### src/rtl/ptw_pkg.sv
package ptw_pkg;
  // Walk phases
  typedef enum logic [2:0] {
    ST_IDLE  = 3'd0,
    ST_DIR   = 3'd1,
    ST_TBL   = 3'd2,
    ST_DONE  = 3'd3,
    ST_FAULT = 3'd4
  } walk_state_e;

  // Bit of each entry that marks it valid
  localparam int unsigned PRESENT_BIT = 0;
  // Vector reported with a missing-page fault
  localparam logic [7:0] PF_VECTOR = 8'd14;
endpackage

### src/rtl/ptw_fsm.sv
module ptw_fsm
  import ptw_pkg::*;
(
  input  logic        clk,
  input  logic        rst_n,
  input  logic        req_valid,
  input  logic        pg_en,
  input  logic        mem_ack,
  input  logic        ent_present,
  output walk_state_e state,
  output logic        take_req,
  output logic        take_pde,
  output logic        take_pte,
  output logic        take_fault
);
  walk_state_e state_q, state_d;

  always_comb begin
    state_d    = state_q;
    take_req   = 1'b0;
    take_pde   = 1'b0;
    take_pte   = 1'b0;
    take_fault = 1'b0;
    unique case (state_q)
      ST_IDLE: begin
        if (req_valid) begin
          take_req = 1'b1;
          state_d  = pg_en ? ST_DIR : ST_DONE;
        end
      end
      ST_DIR: begin
        if (mem_ack) begin
          if (ent_present) begin
            take_pde = 1'b1;
            state_d  = ST_TBL;
          end else begin
            take_fault = 1'b1;
            state_d    = ST_FAULT;
          end
        end
      end
      ST_TBL: begin
        if (mem_ack) begin
          if (ent_present) begin
            take_pte = 1'b1;
            state_d  = ST_DONE;
          end else begin
            take_fault = 1'b1;
            state_d    = ST_FAULT;
          end
        end
      end
      ST_DONE:  state_d = ST_IDLE;
      ST_FAULT: state_d = ST_IDLE;
      default:  state_d = ST_IDLE;
    endcase
  end

  always_ff @(posedge clk or negedge rst_n) begin
    if (!rst_n) state_q <= ST_IDLE;
    else        state_q <= state_d;
  end

  assign state = state_q;
endmodule

### src/rtl/ptw_datapath.sv
module ptw_datapath #(
  parameter int unsigned ADDR_W = 32,
  parameter int unsigned OFF_W  = 12
) (
  input  logic                      clk,
  input  logic                      rst_n,
  input  logic [ADDR_W-1:0]         req_lin,
  input  logic [ADDR_W-OFF_W-1:0]   base_frame,
  input  logic [ADDR_W-OFF_W-1:0]   rd_frame,
  input  logic                      pg_en,
  input  logic                      take_req,
  input  logic                      take_pde,
  input  logic                      take_pte,
  input  logic                      take_fault,
  input  logic                      sel_tbl,
  output logic [ADDR_W-1:0]         rd_addr,
  output logic [ADDR_W-1:0]         phys,
  output logic [ADDR_W-1:0]         flt_addr
);
  localparam int unsigned FRAME_W = ADDR_W - OFF_W;
  localparam int unsigned IDX_W   = FRAME_W / 2;
  localparam int unsigned ENT_SH  = OFF_W - IDX_W;
  localparam int unsigned DIR_LO  = OFF_W + IDX_W;

  logic [ADDR_W-1:0]  lin_q, lin_d;
  logic [FRAME_W-1:0] base_q, base_d;
  logic [FRAME_W-1:0] pde_q, pde_d;
  logic [ADDR_W-1:0]  phys_q, phys_d;
  logic [ADDR_W-1:0]  flt_q, flt_d;

  logic en_lin, en_pde, en_phys, en_flt;

  always_comb begin
    en_lin  = take_req;
    lin_d   = req_lin;
    base_d  = base_frame;
    en_pde  = take_pde;
    pde_d   = rd_frame;
    en_phys = (take_req && !pg_en) || take_pte;
    phys_d  = take_req ? req_lin : {rd_frame, lin_q[OFF_W-1:0]};
    en_flt  = take_fault;
    flt_d   = lin_q;
  end

  always_ff @(posedge clk or negedge rst_n) begin
    if (!rst_n) begin
      lin_q  <= '0;
      base_q <= '0;
      pde_q  <= '0;
      phys_q <= '0;
      flt_q  <= '0;
    end else begin
      if (en_lin) begin
        lin_q  <= lin_d;
        base_q <= base_d;
      end
      if (en_pde)  pde_q  <= pde_d;
      if (en_phys) phys_q <= phys_d;
      if (en_flt)  flt_q  <= flt_d;
    end
  end

  // Entry address: table frame, then index scaled by entry size
  always_comb begin
    if (sel_tbl) rd_addr = {pde_q,  lin_q[DIR_LO-1:OFF_W],  {ENT_SH{1'b0}}};
    else         rd_addr = {base_q, lin_q[ADDR_W-1:DIR_LO], {ENT_SH{1'b0}}};
  end

  assign phys     = phys_q;
  assign flt_addr = flt_q;
endmodule

### src/rtl/ptw_walker.sv
module ptw_walker
  import ptw_pkg::*;
#(
  parameter int unsigned ADDR_W = 32,
  parameter int unsigned OFF_W  = 12
) (
  input  logic              clk,
  input  logic              rst_n,
  input  logic              req_valid,
  input  logic [ADDR_W-1:0] req_lin,
  input  logic              pg_en,
  input  logic [ADDR_W-1:0] dir_base,
  output logic              mem_req,
  output logic [ADDR_W-1:0] mem_addr,
  input  logic              mem_ack,
  input  logic [ADDR_W-1:0] mem_rdata,
  output logic              xl_done,
  output logic [ADDR_W-1:0] xl_phys,
  output logic              xl_fault,
  output logic [ADDR_W-1:0] xl_fault_addr,
  output logic [7:0]        fault_vec
);
  localparam int unsigned FRAME_W = ADDR_W - OFF_W;

  walk_state_e state;
  logic take_req, take_pde, take_pte, take_fault;
  logic walk_idle, walk_dir, walk_tbl;
  logic [OFF_W+OFF_W-2:0] unused_bits;

  assign unused_bits = {dir_base[OFF_W-1:0], mem_rdata[OFF_W-1:1]};

  ptw_fsm u_fsm (
    .clk        (clk),
    .rst_n      (rst_n),
    .req_valid  (req_valid),
    .pg_en      (pg_en),
    .mem_ack    (mem_ack),
    .ent_present(mem_rdata[PRESENT_BIT]),
    .state      (state),
    .take_req   (take_req),
    .take_pde   (take_pde),
    .take_pte   (take_pte),
    .take_fault (take_fault)
  );

  assign walk_idle = (state == ST_IDLE);
  assign walk_dir  = (state == ST_DIR);
  assign walk_tbl  = (state == ST_TBL);

  ptw_datapath #(.ADDR_W(ADDR_W), .OFF_W(OFF_W)) u_dp (
    .clk       (clk),
    .rst_n     (rst_n),
    .req_lin   (req_lin),
    .base_frame(dir_base[ADDR_W-1:OFF_W]),
    .rd_frame  (mem_rdata[ADDR_W-1:ADDR_W-FRAME_W]),
    .pg_en     (pg_en),
    .take_req  (take_req),
    .take_pde  (take_pde),
    .take_pte  (take_pte),
    .take_fault(take_fault),
    .sel_tbl   (walk_tbl),
    .rd_addr   (mem_addr),
    .phys      (xl_phys),
    .flt_addr  (xl_fault_addr)
  );

  assign mem_req   = walk_dir || walk_tbl;
  assign xl_done   = (state == ST_DONE);
  assign xl_fault  = (state == ST_FAULT);
  assign fault_vec = xl_fault ? PF_VECTOR : 8'd0;
endmodule

### config.mk
export PLATFORM = sky130hd
export DESIGN_NAME = ptw_walker
export DESIGN_NICKNAME = d
export VERILOG_FILES = /design/src/rtl/ptw_pkg.sv /design/src/rtl/ptw_fsm.sv /design/src/rtl/ptw_datapath.sv /design/src/rtl/ptw_walker.sv
export SDC_FILE = /design/constraint.sdc
export NUM_CORES = 1
export LEC_CHECK = 0
export BUFFER_PORTS_ARGS = -buffer_cell sky130_fd_sc_hd__buf_2
export CAP_MARGIN = 0
export CORE_MARGIN = 4
export CORE_UTILIZATION = 54
export DETAILED_ROUTE_END_ITERATION = 7
export PLACE_DENSITY = 0.85
export SKIP_LAST_GASP = 1
export SYNTH_ARGS = -nofsm -noshare
export SYNTH_HDL_FRONTEND = slang
export SYNTH_SLANG_ARGS = --single-unit
export TNS_END_PERCENT = 1
### constraint.sdc
create_clock -name clk -period 3 [get_ports clk]
set_input_delay 0.6 -clock clk [delete_from_list [all_inputs] [get_ports clk]]
set_output_delay 0.6 -clock clk [all_outputs]
set_load 0.05 [all_outputs]
==> impl_metrics.csv <==
group,metric,value,unit
worst_setup_path,critical_path.top_delay_family,"flip-flops",
worst_setup_path,r2r_start,"u_fsm.state[0]$_DFFE_PN0P_",
sta,timing.slew.headroom,16.3,%
yosys,yosysTopAreaCell,"dfrtp_1",
drt,route.vias.total,4624,
worst_setup_path,rrSetupSlack,0.68,ns
yosys,async_flop_share,100,%
sta,rsz0062_at_grt,"false",
drt,drc,0,
worst_setup_path,critPathKind,"reg -> out",
drt,drt-vias-per-instance,5.55,
worst_setup_path,cp_num_cells,4,
cts,cts_root_buffer,"clkbuf_8",
job,cap_violations,0,
drt,drtIter0Drc,351,
sta,period_needed,2.82,ns
cts,clockBufferDepth,2,
yosys,syn_area,5970,µm²
worst_setup_path,crit_path_end_kind,"output port",
worst_setup_path,timing.rr.end,"u_dp.phys[0]$_DFFE_PN0P_",
yosys,synthFlopType,"dfrtp_1",
worst_setup_path,cp_max_fo,19,
yosys,ys_seq_elements,139,
cells_and_area,final_cells,833,
global_routing,antenna_found_initial,1,
cts,cts_tree,"done",
sta,skew,0.00751,ns
sta,finalSetupTns,0,ns
cts,cts_sinks,139,
cells_and_area,areaGrowthSynthToFinish,26.5,%
global_routing,grtUsageTotal,25.7,%
sta,period_share,93.9,%
global_routing,grt_max_degree,81,
sta,fmax,355,MHz
yosys,ys_warn_count,0,
worst_setup_path,path_cells,"nor3b_2 -> buf_6 -> mux2_2 -> buf_2",
floorplanning,row_count,38,
worst_setup_path,start_kind,"register",
placement,dp_hpwl,11200,µm
cts,cts_buffers,17,
sta,hold_violations,0,
drt,finalWirelength,16000,µm
sta,slew_violations,0,
yosys,syn_inst,512,
run_status,outcome,"finished clean",
floorplanning,die_area,12800,µm²
worst_setup_path,slowest_stage,"dfrtp_1",
placement,place_area,6970,µm²
worst_setup_path,rr_worst_depth,4,
cells_and_area,ff_latch_area,3480,µm²
cells_and_area,final_nets,780,
floorplanning,core_area,10800,µm²
drt,avgRoutedWirePerCell,19.2,µm
drt,ant_nets,0,
cells_and_area,fin_util,69.7,%
yosys,yosysTopAreaCellShare,58.3,%
worst_setup_path,crit_required,2.40,ns
placement,place_inst,800,
cts,h-tree-depth,4,
floorplanning,die_h,113,µm
global_routing,grt_pass1_wl,25600,µm
worst_setup_path,critPathMaxStageDelay,0.56,ns
yosys,ys_top_cells_by_area,"dfrtp_1, mux2_2, nand2_1, o221a_2, or3_1",
cells_and_area,drive_above_1_share,49.3,%
sta,worstMarginPinSlew,1.25,ns
cts,clk_latency,0.51,ns
cells_and_area,multi_input_area,2320,µm²
worst_setup_path,cp.arrival,2.22,ns
cts,hold_buffers,0,
cts,clk_pin_slew,0.06,ns
floorplanning,ios,208,
global_routing,globalRoute.totalOverflow,0,
global_routing,grt_pass1_vias,4784,
placement,port_buffers,177,
drt,dr.pass1.iters,4,
yosys,syn_avg_cell_area,11.7,µm²
worst_hold_path,hold_path_class,"in -> async",
yosys,synthDistinctLibCells,28,
placement,gp_congestion,0.961,
sta,finalSetupViolations,0,
worst_setup_path,path_buf_inv,2,
floorplanning,die_w,113,µm
cells_and_area,nFillCells,776,
yosys,synth-edff-count,0,
yosys,ys_seq_area_share,58.3,%
floorplanning,initial_core_util,55.1,%
cells_and_area,final_area,7550,µm²
[worst register-to-register path: stages (launching register included)]
cell,delay (ns)
dfrtp_1,0.56
or4b_4,0.82
o32ai_4,0.20
buf_4,0.39
o221a_2,0.30
[worst max path at each step]
| stage | slack, ns | startpoint | to |
|---|---|---|---|
| 3_5_place_dp | 0.57 | u_fsm.state[1]$_DFFE_PN0P_ | mem_addr[18] |
| 6_report | 0.18 | u_fsm.state[0]$_DFFE_PN0P_ | mem_addr[18] |
| 2_1_floorplan | 0.56 | u_fsm.state[1]$_DFFE_PN0P_ | xl_done |
| 3_3_place_gp | 0.65 | u_fsm.state[2]$_DFFE_PN0P_ | mem_addr[18] |
| 5_1_grt | 0.04 | u_fsm.state[0]$_DFFE_PN0P_ | mem_addr[18] |
| 4_1_cts | 0.007 | u_fsm.state[1]$_DFFE_PN0P_ | mem_addr[18] |
[cell families (layout without fill, tap and decap cells)]
kind of cell    count (synthesis)  in the layout  share of synthesized area (%)
compound gates                 38             38                           6.83
xor+xnor                        1              1                          0.147
buf+inv                        46            220                           3.96
flops                         139            139                           58.3
mux                            82             82                           15.5
other cells                     1              8                         0.0628
simple gates                  205            205                           15.3
[layer usage]
metal  vias to the layer above  wire [µm]  global-route usage, %  part of all wire, %
li1                       2094          -                      -                    -
met1                      2297       6640                   34.6                   42
met2                       189       7800                   40.8                   49
met3                        44        981                   5.08                  6.1
met4                         0        545                   11.3                  3.4
met5                         -          0                      0                    0
[flip-flops by register name, summed over array words and instances, names as in the netlist]
register       count
u_dp.flt_d        32
u_dp.phys         32
u_dp.pde_q        20
u_dp.flt_addr     32
u_dp.base_q       20
u_fsm.state        3
[area by class of cell]
class | count | area share, %
Clock inverter | 11 | 1.57
Clock buffer | 21 | 6.08
Multi-Input combinational cell | 333 | 30.7
Timing Repair Buffer | 187 | 13.2
Inverter | 1 | 0.0497
Tap cell | 140 | 2.32
Antenna cell | 1 | 0.0331
Sequential cell | 139 | 46.1
[synthesized netlist by cell type, drive strengths merged, types with 2 or more instances]
cell / instances
buf: 25
mux2: 82
nor3b: 3
nor2: 3
o221a: 32
dfrtp: 139
clkbuf: 20
or3: 34
a21oi: 2
nand2: 156
nand2b: 2
[cell usage in the layout (no fill, tap or decap), types with 2 or more instances in the layout]
master	netlist	routed
nand2b_1	2	2
o221a_2	32	32
nand2_1	156	156
conb_1	1	7
dfrtp_1	139	137
buf_6	1	2
or3_1	34	34
nor3b_2	0	2
clkinv_2	0	4
bufinv_16	0	2
buf_4	11	7
clkbuf_8	0	4
mux2_2	82	82
dfrtp_2	0	2
clkbuf_16	0	16
clkinvlp_4	0	4
buf_12	0	2
buf_2	12	176
a21oi_1	2	2
nor2_1	3	2
[per-stage QoR]
| step | hold slack [ns] | setup WS [ns] |
|---|---|---|
| floorplan | 0.304 | 0.562 |
| global placement | 0.454 | 0.653 |
| detailed placement | 0.463 | 0.571 |
| CTS | 0.135 | 0.00700 |
| global route | 0.157 | 0.0410 |
| finish | 0.101 | 0.185 |
[timing repair]
action | CTS | global route
endpoints found under the setup margin | 0 | 19
gates resized for setup | 0 | 3
setup buffers | 0 | 0
hold endpoints to repair | 0 | 0
Power is left out: the tool's default activity adds up to more than one toggle a clock period on the data nets, which glitch-free logic cannot reach.
